<file path="src/rtl/modwrap_pkg.sv">
package modwrap_pkg;

  // Configuration field codes on the write port.
  typedef enum logic [1:0] {
    FLD_ENABLE = 2'd0,
    FLD_SELECT = 2'd1,
    FLD_FIRST  = 2'd2,
    FLD_LAST   = 2'd3
  } cfg_field_e;

  localparam int NSPACE = 2;               // X and Y
  localparam int SPW    = $clog2(NSPACE);

endpackage

</file>
<file path="src/rtl/modwrap_cfg.sv">
module modwrap_cfg
  import modwrap_pkg::*;
#(
  parameter int AW = 16,
  parameter int RW = 4
) (
  input  logic                       clk,
  input  logic                       rst_n,
  input  logic                       cfg_we,
  input  logic [SPW-1:0]             cfg_space,
  input  logic [1:0]                 cfg_field,
  input  logic [AW-1:0]              cfg_wdata,
  output logic [NSPACE-1:0]          sp_en,
  output logic [NSPACE-1:0][RW-1:0]  sp_sel,
  output logic [NSPACE-1:0][AW-1:0]  sp_first,
  output logic [NSPACE-1:0][AW-1:0]  sp_last
);

  for (genvar g = 0; g < NSPACE; g++) begin : g_space
    logic wr_here;
    assign wr_here = cfg_we && (cfg_space == SPW'(g));

    always_ff @(posedge clk) begin
      if (!rst_n) begin
        sp_en[g]    <= 1'b0;
        sp_sel[g]   <= '0;
        sp_first[g] <= '0;
        sp_last[g]  <= '0;
      end else if (wr_here) begin
        case (cfg_field_e'(cfg_field))
          FLD_ENABLE: sp_en[g]    <= cfg_wdata[0];
          FLD_SELECT: sp_sel[g]   <= cfg_wdata[RW-1:0];
          FLD_FIRST:  sp_first[g] <= cfg_wdata;
          FLD_LAST:   sp_last[g]  <= cfg_wdata;
          default:    ;
        endcase
      end
    end
  end

endmodule

</file>
<file path="src/rtl/modwrap_calc.sv">
module modwrap_calc #(
  parameter int AW   = 16,
  parameter int SW   = 16,
  parameter int WORD = 2
) (
  input  logic [AW-1:0]        old_ptr,
  input  logic signed [SW-1:0] step,
  input  logic [AW-1:0]        buf_first,
  input  logic [AW-1:0]        buf_last,
  output logic [AW-1:0]        new_ptr,
  output logic                 wrapped,
  output logic                 is_pow2
);

  localparam int EW = AW + 2;

  function automatic logic signed [EW-1:0] f_uext(input logic [AW-1:0] a);
    return $signed({2'b00, a});
  endfunction

  function automatic logic signed [EW-1:0] f_sext(input logic signed [SW-1:0] s);
    return EW'(s);
  endfunction

  function automatic logic f_pow2(input logic signed [EW-1:0] l);
    return (l > 0) && ((l & (l - EW'(1))) == '0);
  endfunction

  logic signed [EW-1:0] first_e, last_e, len_e, old_e, step_e, raw_e, new_e, mag_e;
  logic step_neg, past_hi, past_lo, chk_hi, chk_lo, fold_hi, fold_lo, old_inside;

  assign first_e  = f_uext(buf_first);
  assign last_e   = f_uext(buf_last);
  assign old_e    = f_uext(old_ptr);
  assign step_e   = f_sext(step);
  assign len_e    = last_e - first_e + EW'(WORD);
  assign raw_e    = old_e + step_e;
  assign step_neg = step[SW-1];
  assign mag_e    = step_neg ? -step_e : step_e;

  assign is_pow2  = f_pow2(len_e);
  assign past_hi  = raw_e > last_e;
  assign past_lo  = raw_e < first_e;
  assign chk_hi   = is_pow2 || !step_neg;
  assign chk_lo   = is_pow2 || step_neg;
  assign fold_hi  = chk_hi && past_hi;
  assign fold_lo  = chk_lo && past_lo && !fold_hi;
  assign old_inside = (old_e >= first_e) && (old_e <= last_e);

  always_comb begin
    if (fold_hi)      new_e = first_e + (raw_e - last_e) - EW'(WORD);
    else if (fold_lo) new_e = last_e - (first_e - raw_e) + EW'(WORD);
    else              new_e = raw_e;
  end

  assign new_ptr = AW'(new_e);
  assign wrapped = fold_hi || fold_lo;

  // A fold from inside the buffer with a step no longer than the buffer
  // lands within one word of its bounds.
  always_comb begin
    if (wrapped && old_inside && (mag_e <= len_e)) begin
      p_fold_lands_r4: assert ((new_e >= first_e - EW'(WORD - 1)) &&
                               (new_e <= last_e + EW'(WORD - 1)))
        else $error("fold left the buffer");
    end
  end

endmodule

</file>
<file path="src/rtl/modwrap_unit.sv">
module modwrap_unit
  import modwrap_pkg::*;
#(
  parameter int AW   = 16,
  parameter int SW   = 16,
  parameter int RW   = 4,
  parameter int WORD = 2
) (
  input  logic                 clk,
  input  logic                 rst_n,
  input  logic                 cfg_we,
  input  logic                 cfg_space,
  input  logic [1:0]           cfg_field,
  input  logic [AW-1:0]        cfg_wdata,
  input  logic                 upd_vld,
  input  logic                 upd_space,
  input  logic [RW-1:0]        upd_reg,
  input  logic [AW-1:0]        upd_ptr,
  input  logic signed [SW-1:0] upd_step,
  output logic                 res_vld,
  output logic [AW-1:0]        res_ptr,
  output logic                 res_wrapped
);

  logic [NSPACE-1:0]          sp_en;
  logic [NSPACE-1:0][RW-1:0]  sp_sel;
  logic [NSPACE-1:0][AW-1:0]  sp_first;
  logic [NSPACE-1:0][AW-1:0]  sp_last;
  logic [NSPACE-1:0][AW-1:0]  c_ptr;
  logic [NSPACE-1:0]          c_wrap;
  logic [NSPACE-1:0]          c_pow2;

  modwrap_cfg #(.AW(AW), .RW(RW)) u_cfg (
    .clk       (clk),
    .rst_n     (rst_n),
    .cfg_we    (cfg_we),
    .cfg_space (SPW'(cfg_space)),
    .cfg_field (cfg_field),
    .cfg_wdata (cfg_wdata),
    .sp_en     (sp_en),
    .sp_sel    (sp_sel),
    .sp_first  (sp_first),
    .sp_last   (sp_last)
  );

  for (genvar g = 0; g < NSPACE; g++) begin : g_calc
    modwrap_calc #(.AW(AW), .SW(SW), .WORD(WORD)) u_calc (
      .old_ptr   (upd_ptr),
      .step      (upd_step),
      .buf_first (sp_first[g]),
      .buf_last  (sp_last[g]),
      .new_ptr   (c_ptr[g]),
      .wrapped   (c_wrap[g]),
      .is_pow2   (c_pow2[g])
    );
  end

  // Named internal events for the checks below.
  logic          bound_hit;
  logic          hit_fold;
  logic [AW-1:0] plain_sum;
  logic [AW-1:0] sel_ptr;
  logic          sel_pow2;

  assign bound_hit = sp_en[upd_space] && (sp_sel[upd_space] == upd_reg);
  assign hit_fold  = bound_hit && c_wrap[upd_space];
  assign plain_sum = upd_ptr + AW'(upd_step);
  assign sel_ptr   = bound_hit ? c_ptr[upd_space] : plain_sum;
  assign sel_pow2  = c_pow2[upd_space];

  always_ff @(posedge clk) begin
    if (!rst_n) begin
      res_vld     <= 1'b0;
      res_ptr     <= '0;
      res_wrapped <= 1'b0;
    end else begin
      res_vld <= upd_vld;
      if (upd_vld) begin
        res_ptr     <= sel_ptr;
        res_wrapped <= hit_fold;
      end
    end
  end

  p_vld_lag_r2: assert property (@(posedge clk) disable iff (!rst_n)
    upd_vld |=> res_vld);

  p_vld_quiet_r2: assert property (@(posedge clk) disable iff (!rst_n)
    !upd_vld |=> !res_vld);

  p_miss_plain_r3: assert property (@(posedge clk) disable iff (!rst_n)
    (upd_vld && !bound_hit) |=> (!res_wrapped && res_ptr == $past(plain_sum)));

  p_inside_plain_r11: assert property (@(posedge clk) disable iff (!rst_n)
    (upd_vld && bound_hit && !c_wrap[upd_space]) |=>
      (!res_wrapped && res_ptr == $past(plain_sum)));

  p_pow2_no_escape_r8: assert property (@(posedge clk) disable iff (!rst_n)
    (upd_vld && bound_hit && sel_pow2 &&
     (plain_sum > sp_last[upd_space]) && (upd_ptr <= sp_last[upd_space]) &&
     (upd_ptr >= sp_first[upd_space]) && !upd_step[SW-1]) |=> res_wrapped);

endmodule

</file>
<file path="config.mk">
export PLATFORM = sky130hd
export DESIGN_NAME = modwrap_unit
export DESIGN_NICKNAME = d
export VERILOG_FILES = /design/src/rtl/modwrap_pkg.sv /design/src/rtl/modwrap_cfg.sv /design/src/rtl/modwrap_calc.sv /design/src/rtl/modwrap_unit.sv
export SDC_FILE = /design/constraint.sdc
export NUM_CORES = 1
export LEC_CHECK = 0
export BUFFER_PORTS_ARGS = -buffer_cell sky130_fd_sc_hd__buf_4
export CAP_MARGIN = 25
export CORE_MARGIN = 4
export CORE_UTILIZATION = 25
export DETAILED_ROUTE_END_ITERATION = 16
export PLACE_DENSITY = 0.38
export SETUP_SLACK_MARGIN = 0.1
export SYNTH_ARGS = -nofsm -noshare
export SYNTH_HDL_FRONTEND = slang
export SYNTH_SLANG_ARGS = --single-unit
</file>
<file path="constraint.sdc">
create_clock -name clk -period 17.04 [get_ports clk]
set_input_delay 1.704 -clock clk [delete_from_list [all_inputs] [get_ports clk]]
set_output_delay 1.704 -clock clk [all_outputs]
set_load 0.02 [all_outputs]
</file>
Word-level counts from Yosys, hierarchy flattened

Cells that the tools add are included.

Add/subtract/negate cells: 20
Multiply operators: 0
Divide/modulo/power cells: 0
Magnitude comparators: 7
Eq/ne operators: 4
Shifts and indexed selects: 0
Muxes and demuxes: 13
Bitwise logic cells: 3
Reduce and logical (&&, ||, !) cells: 32

Operator list:

| operator                | number |
|---|---|
| $mux W16                | 7 |
| $sub A16 B16 Y16        | 6 |
| $add A16 B16 Y16        | 3 |
| $add A17 B3 Y18 const B | 2 |
| $and A18 B18 Y18        | 2 |
| $gt A18 B1 Y1 const B   | 2 |
| $gt A18 B17 Y1          | 2 |
| $logic_not A18 Y1       | 2 |
| $lt A18 B17 Y1          | 2 |
| $sub A18 B1 Y18 const B | 2 |
| $sub A16 B16 Y17        | 2 |
| $add A16 B3 Y16 const B | 2 |
| $sub A16 B3 Y16 const B | 2 |
| $add A17 B16 Y18        | 1 |
| $reduce_and A2 Y1       | 8 |
| $logic_and A1 B1 Y1     | 12 |
| $mux W4                 | 2 |
| $logic_or A1 B1 Y1      | 6 |
| $eq A2 B2 Y1 const B    | 2 |
| $eq A4 B4 Y1            | 1 |
| $mux W1                 | 4 |
| $logic_not A1 Y1        | 3 |
| $eq A2 B1 Y1 const B    | 1 |
| $logic_not A2 Y1        | 1 |
| other kinds (2)         | 2 |

Register bits after elaboration: 92
Latch bits: 0
Bits in writable memories: 0
ROM bits: 0
Input port bits: 60
Word-level logic and storage cells: 90
Memories: 0

Logic depth before layout (Yosys ltp)

Gate-level depths: netlist (run 1).

Word-level depth: 15
Gate-level depth with buffers: 26

By module

From an unflattened synthesis (run 1), not the netlist that was laid out.

Cell total of the unflattened synthesis: 2068
Area, all modules: 16971.3 um^2

Modules (own cells, without submodules):

| module                           | instances | cells an instance | area an instance (um^2) | seq. area each (um^2) |
|---|---|---|---|---|
| modwrap_calc at g_calc[0].u_calc | 1         | 797               | 6208.5                  | 0.0 |
| modwrap_calc at g_calc[1].u_calc | 1         | 791               | 6137.1                  | 0.0 |
| modwrap_cfg                      | 1         | 267               | 2820.2                  | 1481.4 |
| modwrap_unit                     | 1         | 213               | 1805.5                  | 360.3 |

Least setup slack after synthesis (run 1)

No wires, ideal clock.

Path type: in2reg
Start: input upd_ptr[0]
End: register res_ptr[14]
Setup time: 0.136 ns
Data arrival time: 6.442 ns
Data required time: 16.904 ns
Path slack: 10.462 ns
Stages on the path: 24
Path buffers: 0
Cells stage by stage: ha_1 > fa_1 > a21o_1 > a21oi_1 > nor2b_1 > nor2_1 > inv_1 > a21oi_1 > xor2_1 > inv_1 > fa_1 > ha_1 > ha_1 > inv_1 > o21ai_0 > a21oi_1 > o21ai_0 > or4_1 > a31o_2 > a21oi_1 > xor2_1 > nor3_1 > o211ai_1 > a31oi_1

Cells in the longest elaborated chain, start to end: 10

RTL lines:

| element                                                  | RTL line           | RTL |
|---|---|---|
| start: declaration                                       | modwrap_unit.sv:18 | `input logic [AW-1:0] upd_ptr,` |
| branches (longest 9 deep; another with $add A17 B16 Y18) | -                  |  |
| $mux W16 *                                               | modwrap_unit.sv:68 | `assign sel_ptr = bound_hit ? c_ptr[upd_space] : plain_sum;` |
| end signal: assignment                                   | modwrap_unit.sv:79 | `res_ptr <= sel_ptr;` |
| end: declaration                                         | modwrap_unit.sv:21 | `output logic [AW-1:0] res_ptr,` |

Mark *: on every way between the ends. The select of a mux whose other input is x is not followed.
A chain may end at the register's enable or synchronous reset.

Final worst setup path (run 1)

Start: input upd_ptr[0]
End: register res_ptr[15]

The elaborated chain is that of the path after synthesis.

==> results by group, run 1 <==
Layout
  • Most used cells in the layout excluding fill and tap cells: 231 x ha_1, 216 x nand2_1, 188 x inv_1
  • Commonest non-fill, non-tap cell in the layout: ha_1
  • Register Area: 1840 um^2
  • Fin cells: 2641
  • Multi-input combinational cell area: 11600 um^2
  • ANT cells: 0
  • Ratio of cells with drive above 1 in the final layout: 8.86%
  • Number of fillers in the final layout: 6233
  • Post-layout nets: 2234
  • Synth-to-layout area growth: 12.5%

Detailed routing
  • 1st-iter DRT viols: 880
  • DR pass1 iterations: 5
  • Vias: 13.4k
  • WL per Instance: 20.6 um
  • Via-per-instance ratio: 5.06
  • Antenna Violating Nets Remaining: 0
  • Drt total wl: 54.4 mm
  • DR DRC count: 0

Worst setup path
  • Max incr delay on CP: 0.73 ns
  • Crit path max fanout: 11
  • Kind of critical path: in -> reg
  • CP max-delay cell: xor2_1
  • Critical Path RT: 17.30 ns
  • Reg2reg setup slack: 11.00 ns
  • Worst reg2reg endpoint: res_ptr[3]
  • Worst path bufs/invs: 2
  • Setup crit start kind: primary input
  • R2R cell count: 18
  • CP Cell Sequence: buf_4 > ha_1 > fa_1 > a21o_1 > a21oi_1 > nor2b_1 > nor2_1 > nor3_1 > nor3b_1 > xor2_1 > inv_1 > ha_1 > o211ai_1 > nor2_1 > a221oi_1 > a21oi_1 > o41ai_1 > a21o_1 > nand2_1 > o32a_2 > nor2_2 > a211oi_1 > o221a_2
  • FF-to-FF Start: u_cfg.sp_first[16]
  • Worst Setup End Kind: flip-flop
  • Delay-heaviest family, CP: compound AO/OA/AOI/OAI gates
  • Arr. time, crit path: 7.83 ns

Clock tree
  • Clock sinks: 92
  • CTS max path bufs: 2
  • CTS tree: done
  • Hold buffer count at CTS: 0
  • Root Buffer: clkbuf_16
  • Clock latency on the worst-skew pair: 0.36 ns
  • Cts repair resizes: 0
  • Clk slew on worst S/H paths: 0.07 ns
  • H-tree lvl count: 3
  • TritonCTS Buffers: 9
  • Post-CTS setup buffers: 0

GRT
  • Vias in the first global route: 13.0k
  • Initial antenna violation count: 2
  • Largest net degree at the start of global routing: 80
  • Overall Global Routing Usage: 17.6%
  • Grt total ovfl: 0
  • First-pass GRT wire length: 81.8 mm

Yosys
  • Number of synthesized flops with an enable pin: 0
  • Seq/Total Area, Yosys: 12.8%
  • Synth cell types: 102
  • Register bit count reported by yosys: 92
  • Synthesized instance count: 1820
  • Warning count from the yosys run: 0
  • Ys flop type: dfxtp_1
  • Asr flop ratio synth: 0%
  • Post-Syn Nets: 2174
  • Syn_area_per_cell: 7.88 um^2
  • Synth Cell Area: 14400 um^2

Die
  • Die area: 61300 um^2
  • Die height: 248 um
  • Initial Util: 25.4%
  • Die Wd: 248 um
  • FP Rows: 87
  • Ports: 78
  • Core area: 56600 um^2

STA
  • Achievable Freq: 132 MHz
  • RSZ-0062 raised after global routing: false
  • Final hold vios: 0
  • Setup TNS Final: 0 ns
  • Tightest Pin Transition: 0.988 ns
  • Rel. slew slack: 34.1%
  • Minimum clock period: 7.57 ns
  • Max Slew Vio Count: 0
  • Final Worst Setup Slack: 9.47 ns
  • Final clock skew: 0.0104 ns
  • Setup-failing EPs final: 0
  • Tcrit/Tclk final: 44.4%

Hold path
  • Hold Crit Class: reg -> reg
  • Hold depth: 2
  • Hold path endpoint: u_cfg.sp_first[24]
  • Worst hold start: u_cfg.sp_first[24]

Outcome
  • Status: complete, no violations

Placement
  • Placed insts: 2625
  • Hpwl dp: 46.0 mm
  • Port bufs: 77
  • Post-Place Setup Slack: 9.16 ns
  • Placer Congestion: 0.839

Pwr
  • Clock share of power: 15.4%
  • Psw: 0.730 mW
  • P_leak: 6.62 nW
  • Internal: 0.763 mW
  • Switch share: 48.9%
  • Power per cell area: 92.5 nW/um^2
  • Comb pwr share: 68.9%
  • Worst vdd ir: 51.5 uV
  • Seq pwr share: 15.7%

Run
  • Max-Cap Viols: 0
sequential cells by signal (all words and copies together) (netlist names):
register,flops
u_cfg.sp_en,2
u_cfg.sp_first,32
res_wrapped,1
res_vld,1
u_cfg.sp_last,32
u_cfg.sp_sel,8
res_ptr,16
logic make-up (layout without fill, tap and decap cells):
kind of cell / count (synthesis) / count (layout) / synth area share (%)
XOR/XNOR: 105 / 105 / 6.41
buffers and inverters: 237 / 302 / 6.43
AO/OA/AOI/OAI: 521 / 521 / 24.8
adder cells (fa/ha/maj): 294 / 294 / 28.9
flip-flops: 92 / 92 / 12.8
AND/OR/NAND/NOR: 546 / 546 / 18.8
multiplexers: 25 / 25 / 1.79
routing by layer:
layer | up-vias | wire [um] | GRT usage, %
met3 | 30 | 2620 | 2.16
met4 | 0 | 731 | 2.82
li1 | 6657 | - | -
met5 | - | 0 | 0
met1 | 6362 | 28500 | 27.0
met2 | 320 | 22600 | 26.4
how the worst max path moves through the flow:
stage / startpoint / end / slack (ns) / cells past startpoint
CTS: upd_ptr[0] / res_ptr[9] / 9.56 / 23
floorplan: upd_ptr[0] / res_ptr[14] / 10.46 / 24
detailed placement: upd_ptr[0] / res_ptr[9] / 9.16 / 23
global route: upd_ptr[0] / res_ptr[15] / 9.08 / 25
global placement: upd_ptr[0] / res_ptr[15] / 9.29 / 23
finish: upd_ptr[0] / res_ptr[15] / 9.47 / 23
tightest hold or removal path, stage by stage (launching register included):
cell and delay, ns:
dfxtp_1 0.31, nand2_1 0.05, a21oi_1 0.05
area by class of cell:
cell class,count,area share [%]
flip-flops and latches,92,11.4
inverters,189,4.39
repair buffers,97,4.56
clock buffers,10,1.42
multi-input cells,1491,71.8
clock inverters,6,0.581
well taps,756,5.86
per-stage QoR:
step | area [um^2] | power [mW] | hold slack [ns] | utilization [%]
6_report | 16100 | 1.49 | 0.457 | 28.5
5_1_grt | 16100 | 1.63 | 0.469 | 28.5
4_1_cts | 16100 | 1.50 | 0.459 | 28.5
3_5_place_dp | 15800 | 1.26 | 0.448 | 28.0
3_3_place_gp | 15800 | 1.27 | 0.445 | 27.9
2_1_floorplan | 14400 | 0.952 | 0.436 | -
power by group through the flow:
stage | sequential [mW] | clock (mW) | combinational (mW)
floorplan | 0.239 | 0 | 0.713
finish | 0.235 | 0.230 | 1.03
global placement | 0.240 | 0 | 1.03
detailed placement | 0.240 | 0 | 1.02
global route | 0.236 | 0.244 | 1.15
CTS | 0.235 | 0.235 | 1.03
cell usage after synthesis, types with 27 or more instances:
library cell | instances | area, um^2
clkbuf_1 | 33 | 124
dfxtp_1 | 92 | 1840
nor3_1 | 40 | 200
inv_1 | 188 | 706
fa_1 | 63 | 1260
xnor2_1 | 66 | 578
ha_1 | 231 | 2890
o21ai_0 | 76 | 380
a21oi_1 | 169 | 846
a21o_1 | 39 | 293
xor2_1 | 39 | 342
nand2_1 | 216 | 811
nor2_1 | 91 | 342
o211ai_1 | 28 | 210
nand3_1 | 27 | 135
(Power assumes the default switching activity.)
==> run 2, diff against run 1 <==
==> constraint.sdc (replaced) <==
create_clock -name clk -period 7.45 [get_ports clk]
set_input_delay 0.745 -clock clk [delete_from_list [all_inputs] [get_ports clk]]
set_output_delay 0.745 -clock clk [all_outputs]
set_load 0.02 [all_outputs]
==> run 2 against run 1 <==
Effect of this change: combinational power increased by 130%; via count unchanged; critical endpoint unchanged; global-route usage increased by 0.066 points; final area rose by 0.30%; routed wire length hardly changed.
==> results by group, run 2 (synthesized netlist as in run 1, its figures left out) <==
Detailed routing
  • DR pass1 iterations: 5 (unchanged)
  • Via-per-instance ratio: 5.04 (-0.38%)
  • DRT met1 WL: 29.6 mm (+3.8%)
  • WL met3: 2.10 mm (-20%)
  • WL per Instance: 20.5 um (-0.40%)
  • Antenna Violating Nets Remaining: 0 (unchanged)
  • 1st-iter DRT viols: 959 (+9.0%)
  • DR top layer: met4
  • Routed wl met2: 21.9 mm (-3.0%)
  • Drt total wl: 54.4 mm (about the same)
  • Vias: 13.4k (unchanged)
  • DR DRC count: 0 (unchanged)

STA
  • Achievable Freq: 160 MHz
  • Tightest Pin Transition: 0.937 ns (-0.0507 ns)
  • Setup-failing EPs final: 0 (unchanged)
  • Hold_ws: 0.455 ns (-0.00138 ns)
  • Setup TNS Final: 0 ns (unchanged)
  • Tcrit/Tclk final: 83.8%
  • Minimum clock period: 6.25 ns
  • Final clock skew: 0.0114 ns (+0.000947 ns)
  • RSZ-0062 raised after global routing: false
  • Rel. slew slack: 37.5% (+3.4 points)
  • Max Slew Vio Count: 0 (unchanged)
  • Final hold vios: 0 (unchanged)

Worst setup path
  • Worst reg2reg endpoint: res_ptr[15]
  • Critical Path RT: 7.71 ns (-9.59 ns)
  • CP Launch Point: upd_ptr[0]
  • Kind of critical path: in -> reg
  • Crit path max fanout: 6 (-5)
  • R2R cell count: 18 (unchanged)
  • Reg2reg setup slack: 1.42 ns (-9.58 ns)
  • Setup crit start kind: primary input
  • FF-to-FF Start: u_cfg.sp_last[0]
  • Arr. time, crit path: 6.51 ns (-1.32 ns)
  • Worst Setup End Kind: flip-flop

Layout
  • Biggest regs: u_cfg.sp_first (32), u_cfg.sp_last (32), res_ptr (16)
  • Number of fillers in the final layout: 6240 (+0.11%)
  • Synth-to-layout area growth: 12.9%
  • Final core utilization: 28.6% (+0.086 points)
  • Commonest non-fill, non-tap cell in the layout: ha_1
  • Ratio of cells with drive above 1 in the final layout: 9.39% (+0.53 points)
  • Post-layout nets: 2244 (+0.45%)
  • ANT cells: 0 (unchanged)
  • Most used cells in the layout excluding fill and tap cells: 231 x ha_1, 216 x nand2_1, 188 x inv_1

Hold path
  • Hold Crit Class: reg -> reg
  • Hold depth: 2 (unchanged)
  • Hold path endpoint: u_cfg.sp_first[23]
  • Worst hold start: u_cfg.sp_first[23]

Die
  • Die height: 248 um (unchanged)
  • Die area: 61300 um^2 (unchanged)
  • Core area: 56600 um^2 (unchanged)
  • FP Rows: 87 (unchanged)
  • Initial Util: 25.4% (unchanged)
  • Ports: 78 (unchanged)
  • Die Wd: 248 um (unchanged)

Outcome
  • Status: complete, no violations

Pwr
  • Power per cell area: 210 nW/um^2 (+130%)
  • P_leak: 6.67 nW (+0.67%)
  • Worst vdd ir: 105 uV (+100%)

Clock tree
  • CTS max path bufs: 2 (unchanged)
  • Clk slew on worst S/H paths: 0.07 ns (about the same)
  • Post-CTS setup buffers: 0 (unchanged)
  • Clock sinks: 92 (unchanged)
  • Hold buffer count at CTS: 0 (unchanged)
  • Cts repair resizes: 0 (unchanged)
  • H-tree lvl count: 3 (unchanged)
  • Clock latency on the worst-skew pair: 0.37 ns (about the same)
  • CTS tree: done
  • Root Buffer: clkbuf_16
  • TritonCTS Buffers: 9 (unchanged)

Placement
  • Port bufs: 77 (unchanged)
  • Placer Congestion: 0.837 (-0.21%)
  • Hpwl dp: 45.8 mm (-0.45%)

GRT
  • Overall Global Routing Usage: 17.6% (+0.066 points)
  • Largest net degree at the start of global routing: 80 (unchanged)
  • Grt total ovfl: 0 (unchanged)
  • Vias in the first global route: 13.0k (+0.30%)
  • Initial antenna violation count: 0 (-2)
  • First-pass GRT wire length: 82.2 mm (+0.49%)

Run
  • Max-Cap Viols: 0 (unchanged)
-- run 2: final cells by class --
type / count / area (um^2) / area share, %
inverter: 189 / 709 / 4.38
multi-input combinational: 1491 / 11600 / 71.6
timing repair buffer: 107 / 807 / 4.98
clock inverter: 7 / 75.1 / 0.464
tap: 756 / 946 / 5.84
clock buffer: 9 / 225 / 1.39
sequential: 92 / 1840 / 11.4
-- run 2: where the power goes --
group          leakage [nW]  internal (mW)  switching (mW)
clock                 0.150          0.262           0.230
combinational          5.77          0.949            1.42
sequential            0.747          0.510          0.0271
-- run 2: worst max path at each step --
stage	slack, ns	endpoint
final	1.20	res_ptr[15]
after detailed placement	0.85	res_ptr[15]
after floorplan	1.83	res_ptr[14]
after global routing	0.72	res_ptr[15]
after CTS	1.23	res_ptr[15]
after global placement	0.85	res_ptr[15]
-- run 2: through the flow --
stage | std cells | setup WS (ns) | power [mW] | instance area [um^2]
global placement | 2631 | 0.854 | 2.91 | 15900
CTS | 2651 | 1.23 | 3.41 | 16200
global route | 2651 | 0.724 | 3.70 | 16200
floorplan | 1820 | 1.83 | 2.18 | 14400
detailed placement | 2635 | 0.846 | 2.90 | 15900
finish | 2651 | 1.20 | 3.39 | 16200
-- run 2: per-layer routing --
metal	track usage (%)	vias to the layer above
met5	0	-
met4	3.17	0
met3	1.96	34
met2	25.8	266
met1	27.7	6385
li1	-	6684
-- run 2: worst max-delay path, cell delays in order --
cell      delay, ns
buf_4          0.11
ha_1           0.21
fa_1           0.41
a21o_1         0.17
a21oi_1        0.21
nor2b_1        0.07
nor2_1         0.22
inv_1          0.07
a21oi_1        0.18
xor2_1         0.19
buf_4          0.20
inv_1          0.19
fa_1           0.48
ha_1           0.30
ha_1           0.33
o21ai_0        0.13
a21boi_0       0.17
o21ai_0        0.26
a21boi_0       0.20
o21ai_0        0.40
a211oi_1       0.17
o21a_1         0.21
o21a_1         0.17
nor4_1         0.27
o21ai_0        0.17
o221a_2        0.24
==> run 3, diff against run 2 <==
--- a/config.mk
+++ b/config.mk
@@ -10,7 +10,7 @@
 export CORE_MARGIN = 4
 export CORE_UTILIZATION = 25
 export DETAILED_ROUTE_END_ITERATION = 16
-export PLACE_DENSITY = 0.38
+export PLACE_DENSITY = 0.4
 export SETUP_SLACK_MARGIN = 0.1
 export SYNTH_ARGS = -nofsm -noshare
 export SYNTH_HDL_FRONTEND = slang
==> constraint.sdc (replaced) <==
create_clock -name clk -period 5.6 [get_ports clk]
set_input_delay 0.56 -clock clk [delete_from_list [all_inputs] [get_ports clk]]
set_output_delay 0.56 -clock clk [all_outputs]
set_load 0.02 [all_outputs]
==> run 3 against run 2 <==
Effect of this change: global-route usage grew 1.2 points; sequential cell count unchanged; clock skew rose by 0.011 ns; power increased by 55%; cell count increased by 7.9%; sequential power grew 32%; worst hold slack improved by 0.0010 ns; final area increased by 15%; first-iteration DRC count shrank 5.3%; critical path type unchanged; largest cell class unchanged.
==> results by group, run 3 (synthesized netlist as in run 1, its figures left out) <==
Outcome
  • Status: complete, no violations

STA
  • Final Worst Setup Slack: 0.262 ns (-0.942 ns)
  • Rel. slew slack: 34.8% (-2.8 points)
  • Tightest Pin Transition: 0.978 ns (+0.0413 ns)
  • Final clock skew: 0.0229 ns (+0.0115 ns)
  • Max Slew Vio Count: 0 (unchanged)
  • Achievable Freq: 187 MHz
  • Tcrit/Tclk final: 95.3%
  • Setup-failing EPs final: 0 (unchanged)
  • Final hold vios: 0 (unchanged)
  • RSZ-0062 raised after global routing: true
  • Minimum clock period: 5.34 ns

Layout
  • ANT cells: 0 (unchanged)
  • Ratio of cells with drive above 1 in the final layout: 23.1% (+14 points)
  • Synth-to-layout area growth: 29.4%
  • Commonest non-fill, non-tap cell in the layout: buf_4
  • Biggest regs: u_cfg.sp_first (32), u_cfg.sp_last (32), res_ptr (16)
  • Most used cells in the layout excluding fill and tap cells: 300 x buf_4, 217 x ha_1, 215 x nand2_1
  • Post-layout nets: 2453 (+9.3%)
  • Number of fillers in the final layout: 6085 (-2.5%)

Worst setup path
  • CP max-delay cell: xnor2_1
  • Delay-heaviest family, CP: compound AO/OA/AOI/OAI gates
  • CP most frequent cell: buf_4
  • Worst Setup End Kind: flip-flop
  • Arr. time, crit path: 5.61 ns (-0.90 ns)
  • Worst path bufs/invs: 6 (+2)
  • R2R cell count: 17 (-1)
  • FF-to-FF Start: u_cfg.sp_first[16]
  • Crit. path cell count: 27 (+3.8%)
  • Crit path max fanout: 5 (-1)
  • Reg2reg setup slack: 0.30 ns (-1.12 ns)
  • Max incr delay on CP: 0.43 ns (-0.05 ns)
  • Kind of critical path: in -> reg
  • Setup crit start kind: primary input
  • Critical Path RT: 5.87 ns (-1.84 ns)
  • Worst reg2reg endpoint: res_ptr[9]

Placement
  • Post-Place Setup Slack: -0.895 ns (-1.74 ns)
  • Port bufs: 77 (unchanged)
  • Placer Congestion: 0.900 (+7.5%)
  • Hpwl dp: 49.7 mm (+8.4%)

Die
  • Die area: 61300 um^2 (unchanged)
  • Initial Util: 25.4% (unchanged)
  • Die height: 248 um (unchanged)
  • FP Rows: 87 (unchanged)
  • Ports: 78 (unchanged)
  • Core area: 56600 um^2 (unchanged)
  • Die Wd: 248 um (unchanged)

Clock tree
  • CTS tree: done
  • Hold buffer count at CTS: 0 (unchanged)
  • Clk slew on worst S/H paths: 0.08 ns (about the same)
  • Clock latency on the worst-skew pair: 0.38 ns (about the same)
  • Root Buffer: clkbuf_16
  • Clock sinks: 92 (unchanged)
  • TritonCTS Buffers: 9 (unchanged)
  • H-tree lvl count: 3 (unchanged)
  • CTS max path bufs: 2 (unchanged)

Detailed routing
  • Drt total wl: 59.6 mm (+9.5%)
  • 1st-iter DRT viols: 908 (-5.3%)
  • WL per Instance: 20.8 um (+1.5%)
  • Antenna Violating Nets Remaining: 0 (unchanged)
  • DR DRC count: 0 (unchanged)
  • Vias: 14.4k (+7.7%)
  • DR pass1 iterations: 5 (unchanged)
  • Via-per-instance ratio: 5.03 (-0.17%)

GRT
  • Largest net degree at the start of global routing: 80 (unchanged)
  • First-pass GRT wire length: 87.3 mm (+6.3%)
  • Vias in the first global route: 13.7k (+5.6%)
  • Grt total ovfl: 0 (unchanged)
  • Initial antenna violation count: 0 (unchanged)
  • Overall Global Routing Usage: 18.8% (+1.2 points)

Pwr
  • P_leak: 7.86 nW (+18%)
  • PnR Total Power: 5.26 mW (+55%)
  • Power per cell area: 283 nW/um^2 (+35%)
  • Worst vdd ir: 151 uV (+45%)

Hold path
  • Worst hold start: u_cfg.sp_first[31]
  • Hold depth: 2 (unchanged)
  • Hold path endpoint: u_cfg.sp_first[31]
  • Hold Crit Class: reg -> reg

Run
  • Max-Cap Viols: 0 (unchanged)
[run 3: cell count changes in the layout (fill, tap and decap cells not counted), sizes merged]
cell / delta
buf: +208
clkbuf: +1
clkinv: -2
clkinvlp: +4
inv: -2
[run 3: report_power, final]
| group | leakage [nW] | switching, mW | internal, mW |
|---|---|---|---|
| clock network | 0.157 | 0.341 | 0.361 |
| registers | 0.748 | 0.0282 | 0.679 |
| logic | 6.95 | 2.08 | 1.77 |
[run 3: worst max-delay path by stage]
stage / startpoint / end / slack (ns)
floorplan: upd_ptr[0] / res_ptr[14] / 0.17
global placement: upd_ptr[0] / res_ptr[1] / -1.01
detailed placement: upd_ptr[0] / res_ptr[1] / -0.90
CTS: upd_ptr[0] / res_ptr[1] / 0.06
global route: upd_step[0] / res_ptr[10] / 0.04
finish: upd_ptr[2] / res_ptr[3] / 0.26
[run 3: worst register-to-register path, cell delays in order, from the launching register on]
cell and delay, ns:
dfxtp_1 0.40, ha_2 0.26, inv_1 0.07, fa_2 0.36
a21o_1 0.22, a221o_2 0.49, a221o_1 0.39, and4_1 0.26
and2_1 0.19, nand4_1 0.15, or2_4 0.17, mux2_2 0.35
a2111oi_4 0.41, o211ai_1 0.25, o31a_1 0.35, or4_1 0.53
a31o_1 0.24, o221ai_1 0.16
[run 3: layer usage]
layer  up-vias  track usage (%)  share of wire, %
met5         -                0                 0
li1       7091                -                 -
met1      6949             28.1                51
met2       317             28.9                43
met4         0             2.97               1.4
met3        41             3.04               5.0
[run 3: metrics by stage]
step	hold slack [ns]	area, um^2	utilization (%)	instances	setup TNS (ns)
3_3_place_gp	0.444	17300	30.5	2810	-10.36
4_1_cts	0.455	17700	31.2	2829	0
2_1_floorplan	0.436	14400	-	1820	0
5_1_grt	0.471	18600	32.8	2860	0
6_report	0.456	18600	32.8	2860	0
3_5_place_dp	0.448	17300	30.5	2812	-9.60
[run 3: final cells by class]
cell class	count	area, um^2	share of cell area [%]
clock buffer	9	225	1.21
tap	756	946	5.09
inverter	189	727	3.91
clock inverter	7	95.1	0.512
multi-input combinational	1491	12200	65.8
timing repair buffer	316	2520	13.6
sequential	92	1840	9.92
[run 3: what timing repair did]
item                       in CTS  in global routing
resized for setup              19                133
pin swaps                       1                 70
gates cloned                    0                  1
setup endpoints to repair      17                 17
setup buffers                   1                 30
